===== src/rtl/clkctl_pkg.sv =====
// Package: shared constants and types for the serial clock-control slave.
// Assumes a fixed three-byte register map.
package clkctl_pkg;

    localparam int REG_BYTES = 3;
    localparam int BYTE_W    = 8;

    // Writable-bit masks and reset values per register byte
    localparam logic [BYTE_W-1:0] RW_MASK [REG_BYTES] = '{8'hE2, 8'h76, 8'hFF};
    localparam logic [BYTE_W-1:0] RST_VAL [REG_BYTES] = '{8'h02, 8'h06, 8'h00};

    typedef enum logic [2:0] {
        ST_IDLE   = 3'd0,
        ST_RX     = 3'd1,
        ST_RX_ACK = 3'd2,
        ST_TX     = 3'd3,
        ST_TX_ACK = 3'd4
    } eng_state_t;

endpackage


===== src/rtl/clkctl_line_filter.sv =====
// Module: two-flip-flop synchroniser followed by a persistence filter.
// The clean output only follows the input after it has held a new level
// for FILT_LEN consecutive system clocks. Idle level of the line is high.
module clkctl_line_filter #(
    parameter int FILT_LEN = 3
) (
    input  logic clk,
    input  logic rst_n,
    input  logic raw,
    output logic clean
);
    localparam int CW = $clog2(FILT_LEN + 1);

    logic [1:0]    sync_q;
    logic          filt_q;
    logic [CW-1:0] run_cnt;

    // Synchronise the line, then accept a new level only once it has persisted
    always_ff @(posedge clk) begin
        if (!rst_n) begin
            sync_q  <= 2'b11;
            filt_q  <= 1'b1;
            run_cnt <= '0;
        end else begin
            sync_q <= {sync_q[0], raw};
            if (sync_q[1] == filt_q) begin
                run_cnt <= '0;
            end else if (run_cnt == CW'(FILT_LEN - 1)) begin
                filt_q  <= sync_q[1];
                run_cnt <= '0;
            end else begin
                run_cnt <= run_cnt + 1'b1;
            end
        end
    end

    assign clean = filt_q;

    // A filtered change must follow the synchronised level that preceded it
    assert_filter_follows_R10: assert property (@(posedge clk) disable iff (!rst_n)
        !$stable(filt_q) |-> ($past(sync_q[1]) == filt_q));

endmodule


===== src/rtl/clkctl_bus_cond.sv =====
// Module: conditions SCL and SDA and derives bus events.
// Emits one-cycle pulses for SCL rise/fall, START and STOP.
// Assumes SDA only moves while SCL is low, except at START and STOP.
module clkctl_bus_cond #(
    parameter int FILT_LEN = 3
) (
    input  logic clk,
    input  logic rst_n,
    input  logic scl_in,
    input  logic sda_in,
    output logic sda_f,
    output logic scl_rise,
    output logic scl_fall,
    output logic start_det,
    output logic stop_det
);
    logic [1:0] raw_v;
    logic [1:0] clean_v;
    logic       scl_f;
    logic       scl_q;
    logic       sda_q;

    assign raw_v = {sda_in, scl_in};

    for (genvar i = 0; i < 2; i++) begin : g_line
        clkctl_line_filter #(.FILT_LEN(FILT_LEN)) u_filt (
            .clk   (clk),
            .rst_n (rst_n),
            .raw   (raw_v[i]),
            .clean (clean_v[i])
        );
    end

    assign scl_f = clean_v[0];
    assign sda_f = clean_v[1];

    // Keep the previous filtered levels for edge detection
    always_ff @(posedge clk) begin
        if (!rst_n) begin
            scl_q <= 1'b1;
            sda_q <= 1'b1;
        end else begin
            scl_q <= scl_f;
            sda_q <= sda_f;
        end
    end

    assign scl_rise  =  scl_f & ~scl_q;
    assign scl_fall  = ~scl_f &  scl_q;
    assign start_det =  scl_f &  scl_q &  sda_q & ~sda_f;
    assign stop_det  =  scl_f &  scl_q & ~sda_q &  sda_f;

endmodule


===== src/rtl/clkctl_serial_engine.sv =====
// Module: byte-level protocol engine for the slave.
// Handles address match, command/count bytes, sequential data bytes,
// acknowledge generation and read-back transmission.
// Assumes event pulses come from clkctl_bus_cond.
module clkctl_serial_engine
    import clkctl_pkg::*;
#(
    parameter logic [6:0] DEV_ADDR7 = 7'h69,
    parameter int         NUM_BYTES = REG_BYTES,
    parameter logic [7:0] FILL_BYTE = 8'hFF,
    localparam int        IW        = $clog2(NUM_BYTES)
) (
    input  logic          clk,
    input  logic          rst_n,
    input  logic          sda_f,
    input  logic          scl_rise,
    input  logic          scl_fall,
    input  logic          start_det,
    input  logic          stop_det,
    output logic          sda_oe,
    output logic          wr_en,
    output logic [IW-1:0] wr_idx,
    output logic [7:0]    wr_data,
    output logic [IW-1:0] rd_idx,
    input  logic [7:0]    rd_data,
    output logic [7:0]    count_q
);
    localparam int BW       = $clog2(NUM_BYTES + 4);
    localparam int PW       = $clog2(NUM_BYTES + 1);
    localparam int MAXB     = NUM_BYTES + 3;
    localparam int DATA_POS = 3;

    eng_state_t    state;
    logic [3:0]    bitcnt;
    logic [BW-1:0] byte_num;
    logic [PW-1:0] rd_ptr;
    logic [7:0]    rx_sh;
    logic [7:0]    tx_sh;
    logic          is_read;
    logic [BW-1:0] data_pos;
    logic          data_in_range;
    logic [7:0]    next_tx;
    logic          addr_hit;

    assign data_pos      = byte_num - BW'(DATA_POS);
    assign data_in_range = (byte_num >= BW'(DATA_POS)) && (data_pos < BW'(NUM_BYTES));
    assign rd_idx        = IW'(rd_ptr);
    assign next_tx       = (rd_ptr < PW'(NUM_BYTES)) ? rd_data : FILL_BYTE;
    assign addr_hit      = (rx_sh[7:1] == DEV_ADDR7);

    // Protocol sequencer: bus events drive receive, acknowledge and transmit phases
    always_ff @(posedge clk) begin
        if (!rst_n) begin
            state    <= ST_IDLE;
            bitcnt   <= '0;
            byte_num <= '0;
            rd_ptr   <= '0;
            rx_sh    <= '0;
            tx_sh    <= '0;
            is_read  <= 1'b0;
            sda_oe   <= 1'b0;
            wr_en    <= 1'b0;
            wr_idx   <= '0;
            wr_data  <= '0;
            count_q  <= '0;
        end else begin
            wr_en <= 1'b0;
            if (start_det) begin
                state    <= ST_RX;
                bitcnt   <= '0;
                byte_num <= '0;
                is_read  <= 1'b0;
                sda_oe   <= 1'b0;
            end else if (stop_det) begin
                state  <= ST_IDLE;
                sda_oe <= 1'b0;
            end else begin
                case (state)
                    ST_RX: begin
                        if (scl_rise) begin
                            rx_sh  <= {rx_sh[6:0], sda_f};
                            bitcnt <= bitcnt + 1'b1;
                        end else if (scl_fall && bitcnt == 4'd8) begin
                            if (byte_num == '0) begin
                                if (addr_hit) begin
                                    is_read <= rx_sh[0];
                                    sda_oe  <= 1'b1;
                                    state   <= ST_RX_ACK;
                                end else begin
                                    state <= ST_IDLE;
                                end
                            end else begin
                                sda_oe <= 1'b1;
                                state  <= ST_RX_ACK;
                                if (byte_num == BW'(2)) begin
                                    count_q <= rx_sh;
                                end
                                if (data_in_range) begin
                                    wr_en   <= 1'b1;
                                    wr_idx  <= IW'(data_pos);
                                    wr_data <= rx_sh;
                                end
                            end
                        end
                    end
                    ST_RX_ACK: begin
                        if (scl_fall) begin
                            bitcnt <= '0;
                            if (byte_num != BW'(MAXB)) begin
                                byte_num <= byte_num + 1'b1;
                            end
                            if (is_read) begin
                                state  <= ST_TX;
                                tx_sh  <= 8'(NUM_BYTES);
                                sda_oe <= ~(8'(NUM_BYTES) >> 7);
                                rd_ptr <= '0;
                            end else begin
                                state  <= ST_RX;
                                sda_oe <= 1'b0;
                            end
                        end
                    end
                    ST_TX: begin
                        if (scl_fall) begin
                            if (bitcnt == 4'd7) begin
                                sda_oe <= 1'b0;
                                bitcnt <= '0;
                                state  <= ST_TX_ACK;
                            end else begin
                                tx_sh  <= {tx_sh[6:0], 1'b0};
                                sda_oe <= ~tx_sh[6];
                                bitcnt <= bitcnt + 1'b1;
                            end
                        end
                    end
                    ST_TX_ACK: begin
                        if (scl_rise && sda_f) begin
                            state <= ST_IDLE;
                        end else if (scl_fall) begin
                            tx_sh  <= next_tx;
                            sda_oe <= ~next_tx[7];
                            state  <= ST_TX;
                            if (rd_ptr < PW'(NUM_BYTES)) begin
                                rd_ptr <= rd_ptr + 1'b1;
                            end
                        end
                    end
                    default: begin
                        sda_oe <= 1'b0;
                    end
                endcase
            end
        end
    end

    // A rejected address leaves the slave silent and idle
    assert_bad_addr_R1: assert property (@(posedge clk) disable iff (!rst_n)
        (state == ST_RX && byte_num == '0 && scl_fall && bitcnt == 4'd8 &&
         !addr_hit && !start_det && !stop_det) |=> (!sda_oe && state == ST_IDLE));

    // Register writes are only issued while acknowledging a data byte
    assert_write_in_ack_R3: assert property (@(posedge clk) disable iff (!rst_n)
        wr_en |-> (state == ST_RX_ACK && byte_num >= BW'(DATA_POS)));

    // A master NACK releases the data line
    assert_nack_release_R5: assert property (@(posedge clk) disable iff (!rst_n)
        (state == ST_TX_ACK && scl_rise && sda_f && !start_det && !stop_det) |=> !sda_oe);

endmodule


===== src/rtl/clkctl_reg_bank.sv =====
// Module: clock-control register storage and read mux.
// Stores only writable bits; straps and the PCI-run AND are merged on read.
// Assumes write strobes arrive already range-checked.
module clkctl_reg_bank
    import clkctl_pkg::*;
#(
    localparam int IW = $clog2(REG_BYTES)
) (
    input  logic          clk,
    input  logic          rst_n,
    input  logic          wr_en,
    input  logic [IW-1:0] wr_idx,
    input  logic [7:0]    wr_data,
    input  logic [IW-1:0] rd_idx,
    output logic [7:0]    rd_data,
    input  logic [1:0]    fs_strap,
    input  logic          pci_stop_n,
    output logic          spread_en,
    output logic          pd_tristate,
    output logic          alt_freq_sel,
    output logic          pci_run,
    output logic          stop_tristate,
    output logic [1:0]    free_run,
    output logic [1:0]    ch_en,
    output logic [7:0]    aux_ctrl
);
    logic [REG_BYTES-1:0][7:0] store_q;

    // Capture writable bits of the addressed byte; reserved bits stay zero
    always_ff @(posedge clk) begin
        if (!rst_n) begin
            for (int b = 0; b < REG_BYTES; b++) begin
                store_q[b] <= RST_VAL[b];
            end
        end else if (wr_en) begin
            for (int b = 0; b < REG_BYTES; b++) begin
                if (wr_idx == IW'(b)) begin
                    store_q[b] <= wr_data & RW_MASK[b];
                end
            end
        end
    end

    assign pci_run       = store_q[0][1] & pci_stop_n;
    assign spread_en     = store_q[0][7];
    assign pd_tristate   = store_q[0][6];
    assign alt_freq_sel  = store_q[0][5];
    assign stop_tristate = store_q[1][6];
    assign free_run      = store_q[1][5:4];
    assign ch_en         = store_q[1][2:1];
    assign aux_ctrl      = store_q[2];

    // Read mux: stored byte with live strap and combined run bit on byte 0
    always_comb begin
        rd_data = 8'h00;
        if (rd_idx < IW'(REG_BYTES)) begin
            rd_data = store_q[rd_idx];
        end
        if (rd_idx == '0) begin
            rd_data[3:2] = fs_strap;
            rd_data[1]   = pci_run;
        end
    end

    // Run output can only be high while the external stop pin is inactive
    assert_pci_gate_R7: assert property (@(posedge clk) disable iff (!rst_n)
        pci_run |-> pci_stop_n);

    // Without a write strobe the stored bytes hold
    assert_hold_R9: assert property (@(posedge clk) disable iff (!rst_n)
        !wr_en |=> $stable(store_q));

endmodule


===== src/rtl/clkctl_smbus_slave.sv =====
// Module: top of the serial clock-control register slave.
// Wires the bus conditioner, the protocol engine and the register bank.
// Assumes SCL period of many system clocks (well above 2*FILTER_LEN+6).
module clkctl_smbus_slave
    import clkctl_pkg::*;
#(
    parameter logic [6:0] DEV_ADDR7  = 7'h69,
    parameter int         FILTER_LEN = 3
) (
    input  logic       clk,
    input  logic       rst_n,
    input  logic       scl_in,
    input  logic       sda_in,
    output logic       sda_oe,
    input  logic [1:0] fs_strap,
    input  logic       pci_stop_n,
    output logic       spread_en,
    output logic       pd_tristate,
    output logic       alt_freq_sel,
    output logic       pci_run,
    output logic       stop_tristate,
    output logic [1:0] free_run,
    output logic [1:0] ch_en,
    output logic [7:0] aux_ctrl,
    output logic [7:0] byte_count_q
);
    localparam int IW = $clog2(REG_BYTES);

    logic          sda_f;
    logic          scl_rise;
    logic          scl_fall;
    logic          start_det;
    logic          stop_det;
    logic          wr_en;
    logic [IW-1:0] wr_idx;
    logic [7:0]    wr_data;
    logic [IW-1:0] rd_idx;
    logic [7:0]    rd_data;

    clkctl_bus_cond #(.FILT_LEN(FILTER_LEN)) u_cond (
        .clk       (clk),
        .rst_n     (rst_n),
        .scl_in    (scl_in),
        .sda_in    (sda_in),
        .sda_f     (sda_f),
        .scl_rise  (scl_rise),
        .scl_fall  (scl_fall),
        .start_det (start_det),
        .stop_det  (stop_det)
    );

    clkctl_serial_engine #(
        .DEV_ADDR7 (DEV_ADDR7),
        .NUM_BYTES (REG_BYTES),
        .FILL_BYTE (8'hFF)
    ) u_eng (
        .clk       (clk),
        .rst_n     (rst_n),
        .sda_f     (sda_f),
        .scl_rise  (scl_rise),
        .scl_fall  (scl_fall),
        .start_det (start_det),
        .stop_det  (stop_det),
        .sda_oe    (sda_oe),
        .wr_en     (wr_en),
        .wr_idx    (wr_idx),
        .wr_data   (wr_data),
        .rd_idx    (rd_idx),
        .rd_data   (rd_data),
        .count_q   (byte_count_q)
    );

    clkctl_reg_bank u_regs (
        .clk           (clk),
        .rst_n         (rst_n),
        .wr_en         (wr_en),
        .wr_idx        (wr_idx),
        .wr_data       (wr_data),
        .rd_idx        (rd_idx),
        .rd_data       (rd_data),
        .fs_strap      (fs_strap),
        .pci_stop_n    (pci_stop_n),
        .spread_en     (spread_en),
        .pd_tristate   (pd_tristate),
        .alt_freq_sel  (alt_freq_sel),
        .pci_run       (pci_run),
        .stop_tristate (stop_tristate),
        .free_run      (free_run),
        .ch_en         (ch_en),
        .aux_ctrl      (aux_ctrl)
    );

endmodule


===== config.mk =====
export PLATFORM = sky130hd
export DESIGN_NAME = clkctl_smbus_slave
export DESIGN_NICKNAME = d
export VERILOG_FILES = /design/src/rtl/clkctl_pkg.sv /design/src/rtl/clkctl_line_filter.sv /design/src/rtl/clkctl_bus_cond.sv /design/src/rtl/clkctl_serial_engine.sv /design/src/rtl/clkctl_reg_bank.sv /design/src/rtl/clkctl_smbus_slave.sv
export SDC_FILE = /design/constraint.sdc
export NUM_CORES = 1
export LEC_CHECK = 0
export BUFFER_PORTS_ARGS = -buffer_cell sky130_fd_sc_hd__buf_2
export CAP_MARGIN = 20
export CORE_UTILIZATION = 40
export CTS_BUF_LIST = sky130_fd_sc_hd__clkbuf_2
export DETAILED_ROUTE_END_ITERATION = 12
export SLEW_MARGIN = 20
export SYNTH_ARGS = -nofsm -noshare
export SYNTH_HDL_FRONTEND = slang
export SYNTH_SLANG_ARGS = --single-unit

===== constraint.sdc =====
create_clock -name clk -period 1.75 [get_ports clk]
set_input_delay 0.2625 -clock clk [delete_from_list [all_inputs] [get_ports clk]]
set_output_delay 0.2625 -clock clk [all_outputs]
set_load 0.05 [all_outputs]

==> flow_metrics.py, run 1 <==
metrics = {
    "logic_synthesis": {
        "postSynthCellCount": 417,
        "synth_area_per_cell_um2": 9.15,
        "synthesis_stage_register_bit_count": 77,
        "post_synth_num_cell_types": 60,
        "yosys_most_used_dff": "dfxtp_1",
        "netlist_area_mm2": 0.00381,
        "ys.warnings.count": 0,
        "synth_edf_count": 0,
        "synth_async_sr_flop_share_pct": 0,
        "mapped_nets": 435,
        "synth_sequential_area_ratio_pct": 40.4,
    },
    "min_path": {
        "hp-start": "rst_n",
        "worstHoldPathType": "primary input to flip-flop",
    },
    "sta": {
        "grt_setup_unrepaired": "true",
        "finalSetupViolCount": 0,
        "worst_max_slew_margin_expressed_relative_to_the_limit_pct": 60.7,
        "fmax_mhz": 595,
        "report.final.slew_viol_count": 0,
        "final-hold-violation-count": 0,
        "clock-skew-final_ps": 28.3,
        "transition_at_the_pin_with_the_smallest_max_transition_slack_ps": 588,
        "min_period_over_period_pct": 96.1,
        "layout_min_cycle_time_ps": 1680,
        "whs_ps": 62.9,
    },
    "floorplanning": {
        "floorplan.die.height_um": 99.7,
        "fp-row-count": 35,
        "initial_core_util_pct": 41.3,
        "core_mm2": 0.00924,
        "die_area_mm2": 0.00993,
        "pin_count": 33,
        "die_width_um": 99.7,
    },
    "route": {
        "postRouteAntennaNets": 0,
        "vias_per_cell": 5.23,
        "drt_iter0_markers": 176,
        "finalWirelength_um": 8700,
        "drtPass1Iterations": 6,
        "route.detailed.drc": 0,
        "drt-wirelength-per-cell_um": 14.7,
        "routed-via-count": 3099,
    },
    "global_route": {
        "groute.usage.overall_pct": 18.3,
        "first_global_vias": 2993,
        "grt_max_degree": 44,
        "gr_overflow_total": 0,
        "grt_first_pass_wirelength_um": 14300,
        "number_of_antenna_violations_at_the_first_check_in_global_routing": 0,
    },
    "critical_path": {
        "worstPathArrival_ps": 2140,
        "slowest_stage": "or4b_1",
        "crit-reg2reg-launch": "u_eng.state[1]",
        "timing.critical_path.buf_inv": 1,
        "start_kind": "flip-flop",
        "worst-endpoint-required_ps": 2210,
        "cp_max_fo": 11,
        "worst_setup_path_end_kind": "flip-flop",
        "criticalPathCategory": "flip-flop to flip-flop",
        "crit_path_cell_trace": "buf_4, nand4bb_1, a21o_1, or4b_1, a21oi_1",
        "setup.worst_path.start": "u_eng.state[1]",
        "worst_path_dominant_cell_family": "simple AND/OR/NAND/NOR gates",
        "max_stage_delay_ps": 460,
    },
    "clocking": {
        "ctsLongestPathBuffers": 2,
        "clk-insertion-delay-late_ps": 530,
        "clock_sinks": 77,
        "cts_root_cell": "clkbuf_2",
        "number_of_cts_inserted_buffers": 9,
        "tritoncts": "built",
        "path_clk_slew_ps": 230,
        "cts_htree_levels": 3,
    },
    "cells_and_area": {
        "antennaDiodeCount": 0,
        "layout-drive-gt1-share_pct": 25.6,
        "multi_input_area_mm2": 0.00208,
        "post-route-cell-area_mm2": 0.00443,
        "syn2layout_area_growth_pct": 16.0,
        "final_core_util_pct": 47.9,
        "final-seq-area_mm2": 0.00155,
        "final_net_count": 478,
        "layoutNonFillerInstCount": 593,
        "n_fill_cell": 894,
    },
    "placement": {
        "placed_area_mm2": 0.00418,
        "placed_cells": 573,
        "routabilityCongestion": 0.831,
        "io_buffers": 32,
        "hpwl_um": 6220,
    },
    "pwr": {
        "pwr-share-comb_pct": 2.4,
        "p_leak_nw": 1.94,
        "netSwitchingFraction_pct": 25.1,
        "power_dens_cells_mw_per_mm2": 639,
        "total_switching_power_uw": 710,
        "power.clock.fraction_pct": 35.2,
        "internal_power_mw": 2.12,
        "max-vdd-ir-drop_mv": 0.330,
        "finalPower_mw": 2.83,
        "power.share.sequential_pct": 62.4,
    },
    "run": {
        "cap_viol_max_count": 0,
    },
    "run_status": {
        "result_of_the_run": "complete, no violations",
    },
}
==> worst register-to-register path: cells and delay by family (launching register included) <==
family | cells | cell delay [ps]
AOI/OAI and AO/OA | 2 | 340
buffers and inverters | 1 | 200
DFF | 1 | 410
and+or+nand+nor | 2 | 690
==> Yosys cell counts, types with 4 or more instances <==
| library cell | n | area [um^2] |
|---|---|---|
| o221a_2 | 7 | 78.8 |
| xnor2_1 | 4 | 35.0 |
| nor2_1 | 44 | 165 |
| buf_4 | 13 | 97.6 |
| clkbuf_1 | 14 | 52.6 |
| dfxtp_1 | 77 | 1540 |
| nand3b_1 | 8 | 60.1 |
| o21ai_0 | 25 | 125 |
| nor2b_1 | 4 | 25.0 |
| mux2i_1 | 41 | 410 |
| a31oi_1 | 4 | 25.0 |
| buf_2 | 7 | 35.0 |
| inv_1 | 15 | 56.3 |
| a21oi_1 | 23 | 115 |
| ha_1 | 11 | 138 |
| nand3_1 | 22 | 110 |
| nand2_1 | 19 | 71.3 |
| nand2b_1 | 11 | 68.8 |
| nor3b_2 | 4 | 50.1 |
==> final cells by class <==
class                           count  area share, %
Clock inverter                      6           1.61
Multi-Input combinational cell    287           47.1
Sequential cell                    77           35.0
Clock buffer                        9           1.02
Timing Repair Buffer               70           10.3
Tap cell                          129           3.65
Inverter                           15           1.27
==> cell families after synthesis <==
logic type,Yosys count,synth area share [%]
muxes,43,11.3
DFF,77,40.4
xor gates and xnor gates,5,1.15
buffers and inverters,53,6.92
adders and majority gates,11,3.61
AOI/OAI and AO/OA,90,16.6
and+or+nand+nor,138,20.0
==> power groups by stage <==
stage | Clock [mW] | Combinational (mW) | Sequential (mW)
floorplan | 0 | 0.0421 | 1.80
detailed placement | 0 | 0.0644 | 1.80
global route | 1.11 | 0.0759 | 1.77
global placement | 0 | 0.0634 | 1.80
finish | 0.995 | 0.0686 | 1.77
CTS | 1.03 | 0.0677 | 1.77
==> state kept, by name (all words and copies together) (netlist names), 2 cells and up <==
signal                        cells
u_eng.count_q                     8
u_eng.rx_sh                       8
u_eng.wr_data                     8
u_regs.aux_ctrl                   8
u_eng.tx_sh                       7
u_cond.g_line.u_filt.run_cnt      4
u_cond.g_line.u_filt.sync_q       4
u_eng.bitcnt                      4
u_eng.byte_num                    3
u_eng.state                       3
u_cond.g_line.u_filt.clean        2
u_eng.rd_idx                      2
u_eng.wr_idx                      2
u_regs.ch_en                      2
u_regs.free_run                   2
==> metal layers <==
layer,routed length (um),track usage (%),share of wire [%]
met5,0,0,0
met4,140,8.03,1.6
met3,276,3.79,3.2
met2,4180,29.1,48
met1,4110,24.0,47
==> final timing paths <==
check	end	depth (start not counted)	slack (ps)
worst min register to register	u_cond.g_line[1].u_filt.run_cnt[0]	1	420
worst max-delay path	u_eng.bitcnt[2]	5	70
worst max register to register	u_eng.bitcnt[2]	5	70
worst min-delay path	u_eng.rx_sh[0]	3	60
==> cells in the final DEF (no fill, tap or decap), drive strengths merged, types with 3 or more instances in the layout <==
cell | Yosys | final
o221a | 7 | 7
nand2 | 19 | 19
and2 | 3 | 3
ha | 11 | 11
inv | 15 | 17
o22ai | 3 | 3
clkbuf | 14 | 10
nor2b | 4 | 4
o21ai | 25 | 25
or3b | 3 | 3
nand2b | 11 | 11
nor2 | 44 | 44
a21oi | 23 | 23
nand3 | 22 | 22
a221oi | 3 | 3
nand3b | 8 | 8
buf | 24 | 67
o31ai | 3 | 3
nor3b | 5 | 5
mux2i | 41 | 41
dfxtp | 77 | 77
xnor2 | 4 | 4
a31oi | 4 | 4
==> metrics by stage <==
step / TNS, ps / worst slack (ps)
CTS: 0 / 20.7
finish: 0 / 68.9
detailed placement: -19.6 / -19.6
floorplan: 0 / 0.840
global route: -107 / -57.4
global placement: 0 / 9.85
==> timing repair <==
item                                    CTS  global route
hold endpoints to repair                  2             0
gates resized for setup                   2            26
pin swaps                                 1             2
buffers inserted                          0             2
hold buffers                              2             0
cloned                                    0             1
endpoints found under the setup margin   10            36
No activity file was read; power rests on OpenSTA's default activity.
==> run 2: changes to the inputs <==
CORE_UTILIZATION = 38   (was 40)
==> run 2 against run 1 <==
  * First-iteration DRC count shrank 20%
  * Routed wire length grew 1.0%
  * Design area grew 0.11%
  * Total power grew 4.0%
  * Sequential share of layout area shrank 0.24 points
  * Non-clock buffer count grew 4
  * Worst setup slack gained 6.4 ps
  * Register-to-register slack is essentially flat
  * Die area grew 5.2%
  * Combinational power grew 8.3%
  * Cell count grew 1.3%
  * Worst hold slack gained 44 ps
==> flow_metrics.py, run 2 (same netlist as run 1, synthesis figures left out) <==
metrics = {
    "run_status": {
        "result_of_the_run": "complete, no violations",
    },
    "clocking": {
        "clock_sinks": 77,
        "path_clk_slew_ps": 220,
        "clk-insertion-delay-late_ps": 560,
        "post-cts-setup-buffers": 0,
        "number_of_cts_inserted_buffers": 9,
        "cts_htree_levels": 3,
        "tritoncts": "built",
        "ctsLongestPathBuffers": 2,
        "cts_root_cell": "clkbuf_2",
    },
    "floorplanning": {
        "core_mm2": 0.00973,
        "floorplan.die.height_um": 102,
        "die_area_mm2": 0.0104,
        "fp-row-count": 36,
        "die_width_um": 102,
        "pin_count": 33,
        "initial_core_util_pct": 39.2,
    },
    "placement": {
        "io_buffers": 32,
        "hpwl_um": 6460,
        "placed_area_mm2": 0.00425,
        "place_worst_setup_slack_ps": 5.48,
        "routabilityCongestion": 0.839,
    },
    "critical_path": {
        "worst_setup_path_end_kind": "flip-flop",
        "worst_path_dominant_cell_family": "simple AND/OR/NAND/NOR gates",
        "rr_worst_depth": 5,
        "criticalPathCategory": "flip-flop to flip-flop",
        "max_stage_delay_ps": 390,
        "slowest_stage": "or3b_4",
        "crit_path_cell_trace": "ha_1, or3b_4, a2111oi_4, mux2i_1, nor2_1",
        "start_kind": "flip-flop",
        "timing.critical_path.buf_inv": 0,
        "cp_max_fo": 3,
        "timing.critical_path.depth": 5,
        "worst-endpoint-required_ps": 2210,
        "worstPathArrival_ps": 2130,
    },
    "sta": {
        "transition_at_the_pin_with_the_smallest_max_transition_slack_ps": 551,
        "finalSetupViolCount": 0,
        "fmax_mhz": 597,
        "worst_max_slew_margin_expressed_relative_to_the_limit_pct": 63.1,
        "final.setup.tns_ps": 0,
        "layout_min_cycle_time_ps": 1670,
        "worst_slack_ps": 75.2,
        "grt_setup_unrepaired": "false",
        "min_period_over_period_pct": 95.7,
        "clock-skew-final_ps": 39.7,
        "final-hold-violation-count": 0,
        "report.final.slew_viol_count": 0,
    },
    "cells_and_area": {
        "post-route-cell-area_mm2": 0.00443,
        "antennaDiodeCount": 0,
        "final_cell_mix": "dfxtp_1, nor2_1, mux2i_1",
        "final_net_count": 482,
        "layout_commonest_cell": "dfxtp_1",
        "syn2layout_area_growth_pct": 16.2,
        "final_core_util_pct": 45.6,
        "layout-drive-gt1-share_pct": 24.6,
    },
    "global_route": {
        "grt_first_pass_wirelength_um": 14200,
        "groute.usage.overall_pct": 17.7,
        "gr_overflow_total": 0,
        "first_global_vias": 2836,
        "number_of_antenna_violations_at_the_first_check_in_global_routing": 0,
        "grt_max_degree": 39,
    },
    "pwr": {
        "finalPower_mw": 2.94,
        "p_leak_nw": 1.95,
        "max-vdd-ir-drop_mv": 0.381,
        "power_dens_cells_mw_per_mm2": 664,
    },
    "route": {
        "met1Wirelength_um": 4390,
        "met2_length_um": 3970,
        "finalWirelength_um": 8790,
        "vias_per_cell": 5.16,
        "wire_length_on_met3_um": 277,
        "routed.top_layer": "met4",
        "drt-wirelength-per-cell_um": 14.6,
        "postRouteAntennaNets": 0,
        "drt_iter0_markers": 141,
        "drtPass1Iterations": 4,
        "routed-via-count": 3102,
        "route.detailed.drc": 0,
    },
    "min_path": {
        "hold_depth": 3,
        "worstHoldPathType": "primary input to flip-flop",
    },
    "run": {
        "cap_viol_max_count": 0,
    },
}
==> run 2: changes by cell type in the layout (fill, tap and decap cells not counted), moves of 2 or more <==
cell | before | now
dfxtp_2 | 5 | 1
buf_4 | 35 | 39
o21ai_1 | 3 | 0
dfxtp_1 | 71 | 76
o21ai_0 | 21 | 24
inv_6 | 2 | 0
nor2b_2 | 0 | 2
nor2b_1 | 4 | 2
==> run 2: worst reg2reg max path: stages, from the launching register on <==
cell and delay [ps]:
dfxtp_1 360, ha_1 200, or3b_4 390, a2111oi_4 370
mux2i_1 220, nor2_1 60
==> run 2: what timing repair did <==
action,CTS,global route
resized for setup,1,9
setup endpoints to repair,3,27
endpoints found under the hold margin,2,0
gates cloned,0,0
pin swaps,0,1
hold buffers,2,0
==> run 2: area by class of cell <==
cell class	instances	area [um^2]
multi-input combinational	287	2040
fill	996	5300
timing repair buffer	74	495
clock buffer	9	45.0
clock inverter	6	88.8
sequential	77	1540
tap	133	166
inverter	15	56.3
==> run 2: per-stage QoR <==
| step | cells | hold WS (ps) |
|---|---|---|
| 2_1_floorplan | 417 | 336 |
| 3_3_place_gp | 584 | 388 |
| 3_5_place_dp | 584 | 396 |
| 4_1_cts | 601 | 54.9 |
| 5_1_grt | 601 | 79.9 |
| 6_report | 601 | 107 |
==> run 2: path summary, 6_finish.rpt <==
path,startpoint,slack [ps],end
setup / recovery,u_eng.rd_idx[0],80,u_eng.rd_idx[0]
hold / removal,rst_n,110,u_regs.store_q[1]
setup reg to reg,u_eng.rd_idx[0],80,u_eng.rd_idx[0]
hold reg to reg,u_cond.g_line[0].u_filt.run_cnt[0],420,u_cond.g_line[0].u_filt.run_cnt[0]
==> run 2: per-layer routing <==
layer	vias up	track usage, %
met4	0	7.36
met1	1469	24.5
li1	1566	-
met5	-	0
met3	10	3.49
met2	57	26.7
==> run 2: where the power goes <==
| part | switching [mW] | internal, mW | leakage, nW |
|---|---|---|---|
| Combinational | 0.0468 | 0.0275 | 1.25 |
| Sequential | 0.00301 | 1.76 | 0.622 |
| Clock | 0.637 | 0.464 | 0.0756 |
| Total | 0.687 | 2.25 | 1.95 |
